[src/rtl/rxto_pkg.sv]
package rxto_pkg;

    // Stop-length selector codes
    typedef enum logic [1:0] {
        STOP_ONE      = 2'd0,
        STOP_ONE_HALF = 2'd1,
        STOP_TWO      = 2'd2,
        STOP_TWO_ALT  = 2'd3
    } stop_len_e;

    // Fewest data bits selected by word-length code 0
    localparam int MIN_DATA_BITS = 5;
    // Most data bits (code 3)
    localparam int MAX_DATA_BITS = 8;

endpackage

[src/rtl/rxto_frame_len.sv]
module rxto_frame_len
    import rxto_pkg::*;
#(
    parameter int OSR   = 16,
    parameter int CHARS = 4,
    parameter int LIM_W = 10
) (
    input  logic [1:0]       word_len,
    input  logic             parity_en,
    input  logic [1:0]       stop_len,
    output logic [LIM_W-1:0] limit
);
    localparam int HALF_OSR = OSR / 2;

    logic [LIM_W-1:0] whole_bits;
    logic [LIM_W-1:0] stop_ticks;
    logic [LIM_W-1:0] frame_ticks;

    always_comb begin
        // start bit + data bits + optional parity
        whole_bits = LIM_W'(1 + MIN_DATA_BITS) + LIM_W'(word_len) + LIM_W'(parity_en);
        unique case (stop_len_e'(stop_len))
            STOP_ONE:      stop_ticks = LIM_W'(OSR);
            STOP_ONE_HALF: stop_ticks = LIM_W'(OSR + HALF_OSR);
            default:       stop_ticks = LIM_W'(2 * OSR);
        endcase
        frame_ticks = whole_bits * LIM_W'(OSR) + stop_ticks;
        limit       = frame_ticks * LIM_W'(CHARS);
    end

endmodule

[src/rtl/rxto_counter.sv]
module rxto_counter #(
    parameter int LIM_W = 10
) (
    input  logic             clk,
    input  logic             rst_n,
    input  logic             tick,
    input  logic             restart,
    input  logic             fifo_empty,
    input  logic [LIM_W-1:0] limit,
    output logic             expired
);
    typedef struct packed {
        logic [LIM_W-1:0] count;
        logic             expired;
    } state_t;

    state_t state_d, state_q;
    logic [LIM_W-1:0] count_inc;

    always_comb begin
        state_d   = state_q;
        count_inc = state_q.count + LIM_W'(1);
        if (fifo_empty || restart) begin
            state_d.count   = '0;
            state_d.expired = 1'b0;
        end else if (tick && !state_q.expired) begin
            state_d.count = count_inc;
            if (count_inc >= limit) begin
                state_d.expired = 1'b1;
            end
        end
    end

    always_ff @(posedge clk or negedge rst_n) begin
        if (!rst_n) begin
            state_q <= '0;
        end else begin
            state_q <= state_d;
        end
    end

    assign expired = state_q.expired;


    no_flag_when_empty_chk: assert property (@(posedge clk) disable iff (!rst_n)
        fifo_empty |=> (!state_q.expired && state_q.count == '0));


    restart_clears_chk: assert property (@(posedge clk) disable iff (!rst_n)
        restart |=> (!state_q.expired && state_q.count == '0));


    idle_holds_count_chk: assert property (@(posedge clk) disable iff (!rst_n)
        (!tick && !restart && !fifo_empty) |=> $stable(state_q.count));


    rise_needs_tick_chk: assert property (@(posedge clk) disable iff (!rst_n)
        $rose(state_q.expired) |-> $past(tick));


    flag_sticky_chk: assert property (@(posedge clk) disable iff (!rst_n)
        (state_q.expired && !restart && !fifo_empty) |=> state_q.expired);

endmodule

[src/rtl/rx_timeout_timer.sv]
module rx_timeout_timer
    import rxto_pkg::*;
#(
    parameter int OSR   = 16,
    parameter int CHARS = 4
) (
    input  logic       clk,
    input  logic       rst_n,
    input  logic       os_tick,
    input  logic [1:0] word_len,
    input  logic       parity_en,
    input  logic [1:0] stop_len,
    input  logic       fifo_empty,
    input  logic       stop_mid,
    input  logic       rhr_read,
    output logic       rxto_flag
);
    localparam int MAX_FRAME = OSR * (2 + MAX_DATA_BITS) + 2 * OSR;
    localparam int MAX_LIMIT = CHARS * MAX_FRAME;
    localparam int LIM_W     = $clog2(MAX_LIMIT + 1);

    logic [LIM_W-1:0] limit;
    logic             restart;

    assign restart = stop_mid | rhr_read;

    rxto_frame_len #(
        .OSR   (OSR),
        .CHARS (CHARS),
        .LIM_W (LIM_W)
    ) u_frame (
        .word_len  (word_len),
        .parity_en (parity_en),
        .stop_len  (stop_len),
        .limit     (limit)
    );

    rxto_counter #(
        .LIM_W (LIM_W)
    ) u_count (
        .clk        (clk),
        .rst_n      (rst_n),
        .tick       (os_tick),
        .restart    (restart),
        .fifo_empty (fifo_empty),
        .limit      (limit),
        .expired    (rxto_flag)
    );


    stop_centre_clears_chk: assert property (@(posedge clk) disable iff (!rst_n)
        stop_mid |=> !rxto_flag);

endmodule

[config.mk]
export PLATFORM = sky130hd
export DESIGN_NAME = rx_timeout_timer
export DESIGN_NICKNAME = d
export VERILOG_FILES = /design/src/rtl/rxto_pkg.sv /design/src/rtl/rxto_frame_len.sv /design/src/rtl/rxto_counter.sv /design/src/rtl/rx_timeout_timer.sv
export SDC_FILE = /design/constraint.sdc
export NUM_CORES = 1
export LEC_CHECK = 0
export ABC_AREA = 1
export ABC_CLOCK_PERIOD_IN_PS = 1950
export CORE_ASPECT_RATIO = 1.75
export CORE_MARGIN = 4
export CORE_UTILIZATION = 31
export CTS_CLUSTER_SIZE = 16
export DETAILED_ROUTE_END_ITERATION = 8
export PLACE_DENSITY = 0.62
export SETUP_SLACK_MARGIN = 0.15
export SLEW_MARGIN = 25
export SYNTH_ARGS = -nofsm -noshare
export SYNTH_HDL_FRONTEND = slang
export SYNTH_SLANG_ARGS = --single-unit
[constraint.sdc]
create_clock -name clk -period 1.95 [get_ports clk]
set_clock_uncertainty 0.05 [all_clocks]
set_input_delay 0.4875 -clock clk [delete_from_list [all_inputs] [get_ports clk]]
set_output_delay 0.4875 -clock clk [all_outputs]
set_load 0.02 [all_outputs]
# == After elaboration in Yosys (flattened, before gate mapping) ==
# Cells that the tools add are included.
# op_classes
addsub,4
order_cmp,1
n_eq_ne,1
mux,4
n_bitwise,1
reduce_logical,7
# op_table
cell,n
2-to-1 mux 11 bit,2
one-hot mux 6 bit (2 select lines),1
"adder 10 x 1 -> 10 bit, second input constant",1
greater-or-equal comparator 10 bit,1
adder 8 x 6 -> 8 bit,1
"adder 3 x 2 -> 4 bit, first input constant",1
adder 4 x 1 -> 4 bit,1
nonzero test 2 bit,2
"equality test 2 x 1 -> 1 bit, second input constant",1
zero test 2 bit,1
AND reduction 2 bit,1
logical AND 1 bit,1
zero test 1 bit,1
logical OR 1 bit,1
2-to-1 mux 1 bit,1
OR 1 bit,1
# totals
regBits,11
out_inout_bits,1
wordCells,20

# == Logic depth before layout (Yosys ltp) ==
# depth
word_depth,7
depth_mapped,17
depth_no_buf,17

# == By module ==
# A second synthesis with hierarchy kept.
# unflattened
cells_unflattened,158
area_unflattened_um2,1096.1
# modules_own_cells
mod,instances,cells_each,area_per_inst_um2,seq_area_each_um2
rxto_counter,1,129,915.9,275.3
rxto_frame_len,1,26,168.9,0.0
rx_timeout_timer,1,3,11.3,0.0

# == Least setup slack after synthesis ==
# No wires, ideal clock.
# synth_path
path_type,input-to-reg
start,input port word_len[0]
end,register u_count.state_q (netlist bit u_count.expired)
setup_ns,0.119
arrival_ns,2.176
t_required_ns,1.781
path_slack_ns,-0.394
cell_stages,15
path_buffers,0
cell_sequence,ha_1 > inv_1 > ha_1 > inv_1 > fa_1 > inv_1 > ha_1 > nand2_1 > nand2_1 > nand2_1 > nand2_1 > nor2_1 > nand2_1 > nand2_1 > a21oi_2
# synth_via
elab_chain_cells,6
# synth_lines
element,line_no,rtl
start: declaration,rx_timeout_timer.sv:10,"input logic [1:0] word_len,"
adder 3 x 2 -> 4 bit,rxto_frame_len.sv:21,whole_bits = LIM_W'(1 + MIN_DATA_BITS) + LIM_W'(word_len) + LIM_W'(parity_en);
adder 4 x 1 -> 4 bit,rxto_frame_len.sv:21,
adder 8 x 6 -> 8 bit,rxto_frame_len.sv:27,frame_ticks = whole_bits * LIM_W'(OSR) + stop_ticks;
greater-or-equal comparator 10 bit,rxto_counter.sv:28,if (count_inc >= limit) begin
nonzero test 2 bit (no source line),-,
AND reduction 2 bit (no source line),-,
end signal: assignment,rxto_counter.sv:38,state_q <= state_d;
end: declaration,rxto_counter.sv:17,"state_t state_d, state_q;"
# No other way between the ends.
# A chain may end at the register's enable or synchronous reset.

# == Worst setup path after layout ==
# Ends and elaborated chain as after synthesis.

==> flow_summary.yaml <==
worst_setup_path:
  critPathLaunchType: "input pin"
  r2r_setup_slack_ps: -90
  cp-end-kind: "flop"
  reg2reg_to: "u_count.expired$_DFFE_PN0P_"
  cp.arrival_ps: 2390
  r2r-start: "u_count.state_q[1]$_DFFE_PN0P_"
  crit_fanout: 2
  crit_type: "input pin to flop"
  startpoint: "word_len[0]"
  crit_path_end: "u_count.expired$_DFFE_PN0P_"
  reg2reg_depth: 15
  required_ps: 2070
sta:
  max-slew-margin-rel_pct: 65.24
  fin_crit_sh_pct: 116.2
  finalHoldViolCount: 0
  setup_ws_ps: -315.9
  rsz0062_at_grt: "yes"
  max_freq_mhz: 441.3
  setup_tns_ps: -315.9
  final_max_slew_viol_count: 0
  setup-violations-final: 1
  min_period_ps: 2266
  tightest_slew_ps: 519.7
cts:
  cts_buffers: 3
  clock_sinks: 11
  path_clk_slew_ps: 50
  cts_tree: "built"
  cts_hold_buf: 0
  cts.htree.levels: 1
  cts_root_buf: "clkbuf_8"
  worstSkewPairLatency_ps: 240
  cts.path.max_buffers: 2
worst_hold_path:
  holdCritPathClass: "flop to flop"
  min-delay-start: "u_count.state_q[9]$_DFFE_PN0P_"
outcome:
  status: "complete, but fails checks"
  violations: "setup timing"
synthesis:
  synth_top_area_share_pct: 31.79
  synth.avg_cell_area_um2: 7.464
  ys_seq_area_share_pct: 31.79
  synth_cells: 116
  syn-cell-area_um2: 865.8
  ys_seq_elements: 11
  yosys_warnings: 0
  syn_nets: 138
  synth_largest_area_cell: "dfrtp_1"
  synth_cell_types: 23
  synth_area_leaders: "dfrtp_1 32%, ha_1 14%, nand2_1 13%"
place:
  port_buffers: 11
  dp_hpwl_um: 1625
  gp_congestion: 0.8380
  placed_cell_area_um2: 1081
final_layout:
  drive_above_1_share_pct: 28.87
  final_nets: 165
  post-route-util_pct: 46.00
  num-fill-cells: 283
  fin_area_um2: 1237
  multi_input_area_um2: 570.5
  area.sequential_um2: 275.3
  syn_to_final_growth_pct: 42.92
  num_antenna_cells: 0
detailed_routing:
  postRouteAntennaNets: 0
  vias: 817
  wl_um: 1990
  vias_per_cell: 4.834
  drc: 0
  drt_iter0_drc: 4
  dr.pass1.iters: 4
  wire_per_inst_um: 11.78
floorplanning:
  die_w_um: 47.95
  initial_core_util_pct: 32.19
  core-area_um2: 2690
  die_area_um2: 3736
  io_pins: 12
  die_y_um: 77.91
  row_count: 25
power_and_ir_drop:
  ir_worst_vdd_mv: 0.4252
  leakage_nw: 0.6410
  power.total_mw: 0.5913
  powerDensity_nw_per_um2: 477.8
global_routing:
  first_global_vias: 859
  grt_util_all_layers_pct: 12.77
  grt_max_degree: 12
  antenna_found_initial: 0
  grt.overflow.total: 0
  grt_pass1_wl_um: 3456
flow_run:
  max_cap_violations: 0
worst min path at each step:
stage / depth (start not counted) / slack [ps] / to
after CTS: 2 / 500 / u_count.state_q[9]$_DFFE_PN0P_
after global routing: 2 / 550 / u_count.expired$_DFFE_PN0P_
after floorplan: 0 / 140 / u_count.expired$_DFFE_PN0P_
after global placement: 2 / 480 / u_count.state_q[9]$_DFFE_PN0P_
after detailed placement: 2 / 480 / u_count.state_q[9]$_DFFE_PN0P_
final: 2 / 490 / u_count.state_q[9]$_DFFE_PN0P_
report_power, final:
part | internal (mW) | total (mW) | switching (mW)
Sequential | 0.230 | 0.230 | 0.000430
Clock | 0.144 | 0.233 | 0.0894
Combinational | 0.0661 | 0.128 | 0.0620
stage by stage:
stage               cells  hold slack (ps)  setup WS (ps)
global route          169            549.9         -429.5
floorplan             116            141.9         -393.7
global placement      163            481.8         -976.4
finish                169            493.3         -315.9
detailed placement    163            481.4          -1017
CTS                   169            495.4         -360.2
cell usage after synthesis:
library cell   n
a22o_1         1
nand3_2        1
nand4_1        2
xnor2_1        1
nor2_1         7
dfrtp_1       11
a21oi_1        1
o41ai_1        1
nand2_2        2
xor2_1         3
xnor2_2        1
inv_2          2
ha_1          10
fa_1           1
o22ai_1        3
clkbuf_1       1
a21oi_2        1
nand2_1       30
inv_1         25
nand3_1        5
nor3_2         1
o21ai_0        4
o21ai_1        2
routing by layer:
| metal | vias to the layer above | global-route usage (%) | part of all wire, % |
|---|---|---|---|
| met2 | 14 | 23.61 | 58 |
| met5 | - | 0 | 0 |
| met4 | 0 | 6.469 | 2.5 |
| li1 | 416 | - | - |
| met1 | 382 | 12.43 | 37 |
| met3 | 5 | 1.392 | 2.4 |
layout make-up:
class	count	area share [%]
clock buffer	4	3.640
inverter	27	8.392
multi-input combinational	77	46.11
sequential	11	22.24
tap	27	2.730
timing repair buffer	23	16.89
cell usage in the layout (no fill, tap or decap):
| master | netlist | layout |
|---|---|---|
| inv_2 | 2 | 7 |
| dfrtp_1 | 11 | 11 |
| ha_1 | 10 | 5 |
| nand2_2 | 2 | 3 |
| nand3_2 | 1 | 1 |
| clkdlybuf4s15_1 | 0 | 1 |
| nor2_4 | 0 | 1 |
| xnor2_1 | 1 | 1 |
| nand4_1 | 2 | 2 |
| nor3_2 | 1 | 1 |
| fa_2 | 0 | 1 |
| buf_4 | 0 | 11 |
| o21ai_0 | 4 | 4 |
| a21oi_1 | 1 | 1 |
| a22o_1 | 1 | 1 |
| nand2_1 | 30 | 28 |
| nand3_1 | 5 | 5 |
| clkbuf_8 | 0 | 3 |
| xnor2_2 | 1 | 1 |
| ha_4 | 0 | 5 |
| nand2_4 | 0 | 1 |
| a21oi_2 | 1 | 1 |
| xor2_1 | 3 | 3 |
| o21ai_1 | 2 | 2 |
| nor2_2 | 0 | 1 |
| buf_8 | 0 | 1 |
| dlygate4sd2_1 | 0 | 1 |
| o22ai_1 | 3 | 3 |
| o41ai_1 | 1 | 1 |
| clkdlybuf4s50_1 | 0 | 7 |
| nor2_1 | 7 | 5 |
| clkbuf_1 | 1 | 1 |
| inv_1 | 25 | 19 |
| inv_4 | 0 | 1 |
| buf_6 | 0 | 2 |
sequential cells by signal, summed over array words and instances, names as in the netlist:
| register | count |
|---|---|
| u_count.expired | 1 |
| u_count.state_q | 10 |
critical path: stages:
cell and delay, ps:
buf_8 100, ha_4 240, ha_4 160, fa_2 570
inv_2 50, ha_4 250, nand2_1 50, inv_2 60
nand2_4 60, nor2_4 60, nand3_1 60, nand2_1 70
nand2_1 50, a21oi_2 110
cells by family (layout without fill, tap and decap cells):
kind of cell,Yosys count,in the layout,synth area share [%]
AO/OA/AOI/OAI,13,13,9.249
buffers and inverters,28,54,12.14
AND/OR/NAND/NOR,48,48,24.13
XOR/XNOR,5,5,5.926
adder cells (fa/ha/maj),11,11,16.76
flip-flops,11,11,31.79
what timing repair did:
action / 4_1_cts / 5_1_grt
pin swaps: 9 / 13
buffers inserted: 2 / 0
gates resized for setup: 21 / 12
setup endpoints to repair: 1 / 1
cloned: 0 / 0
(Power assumes the default switching activity.)
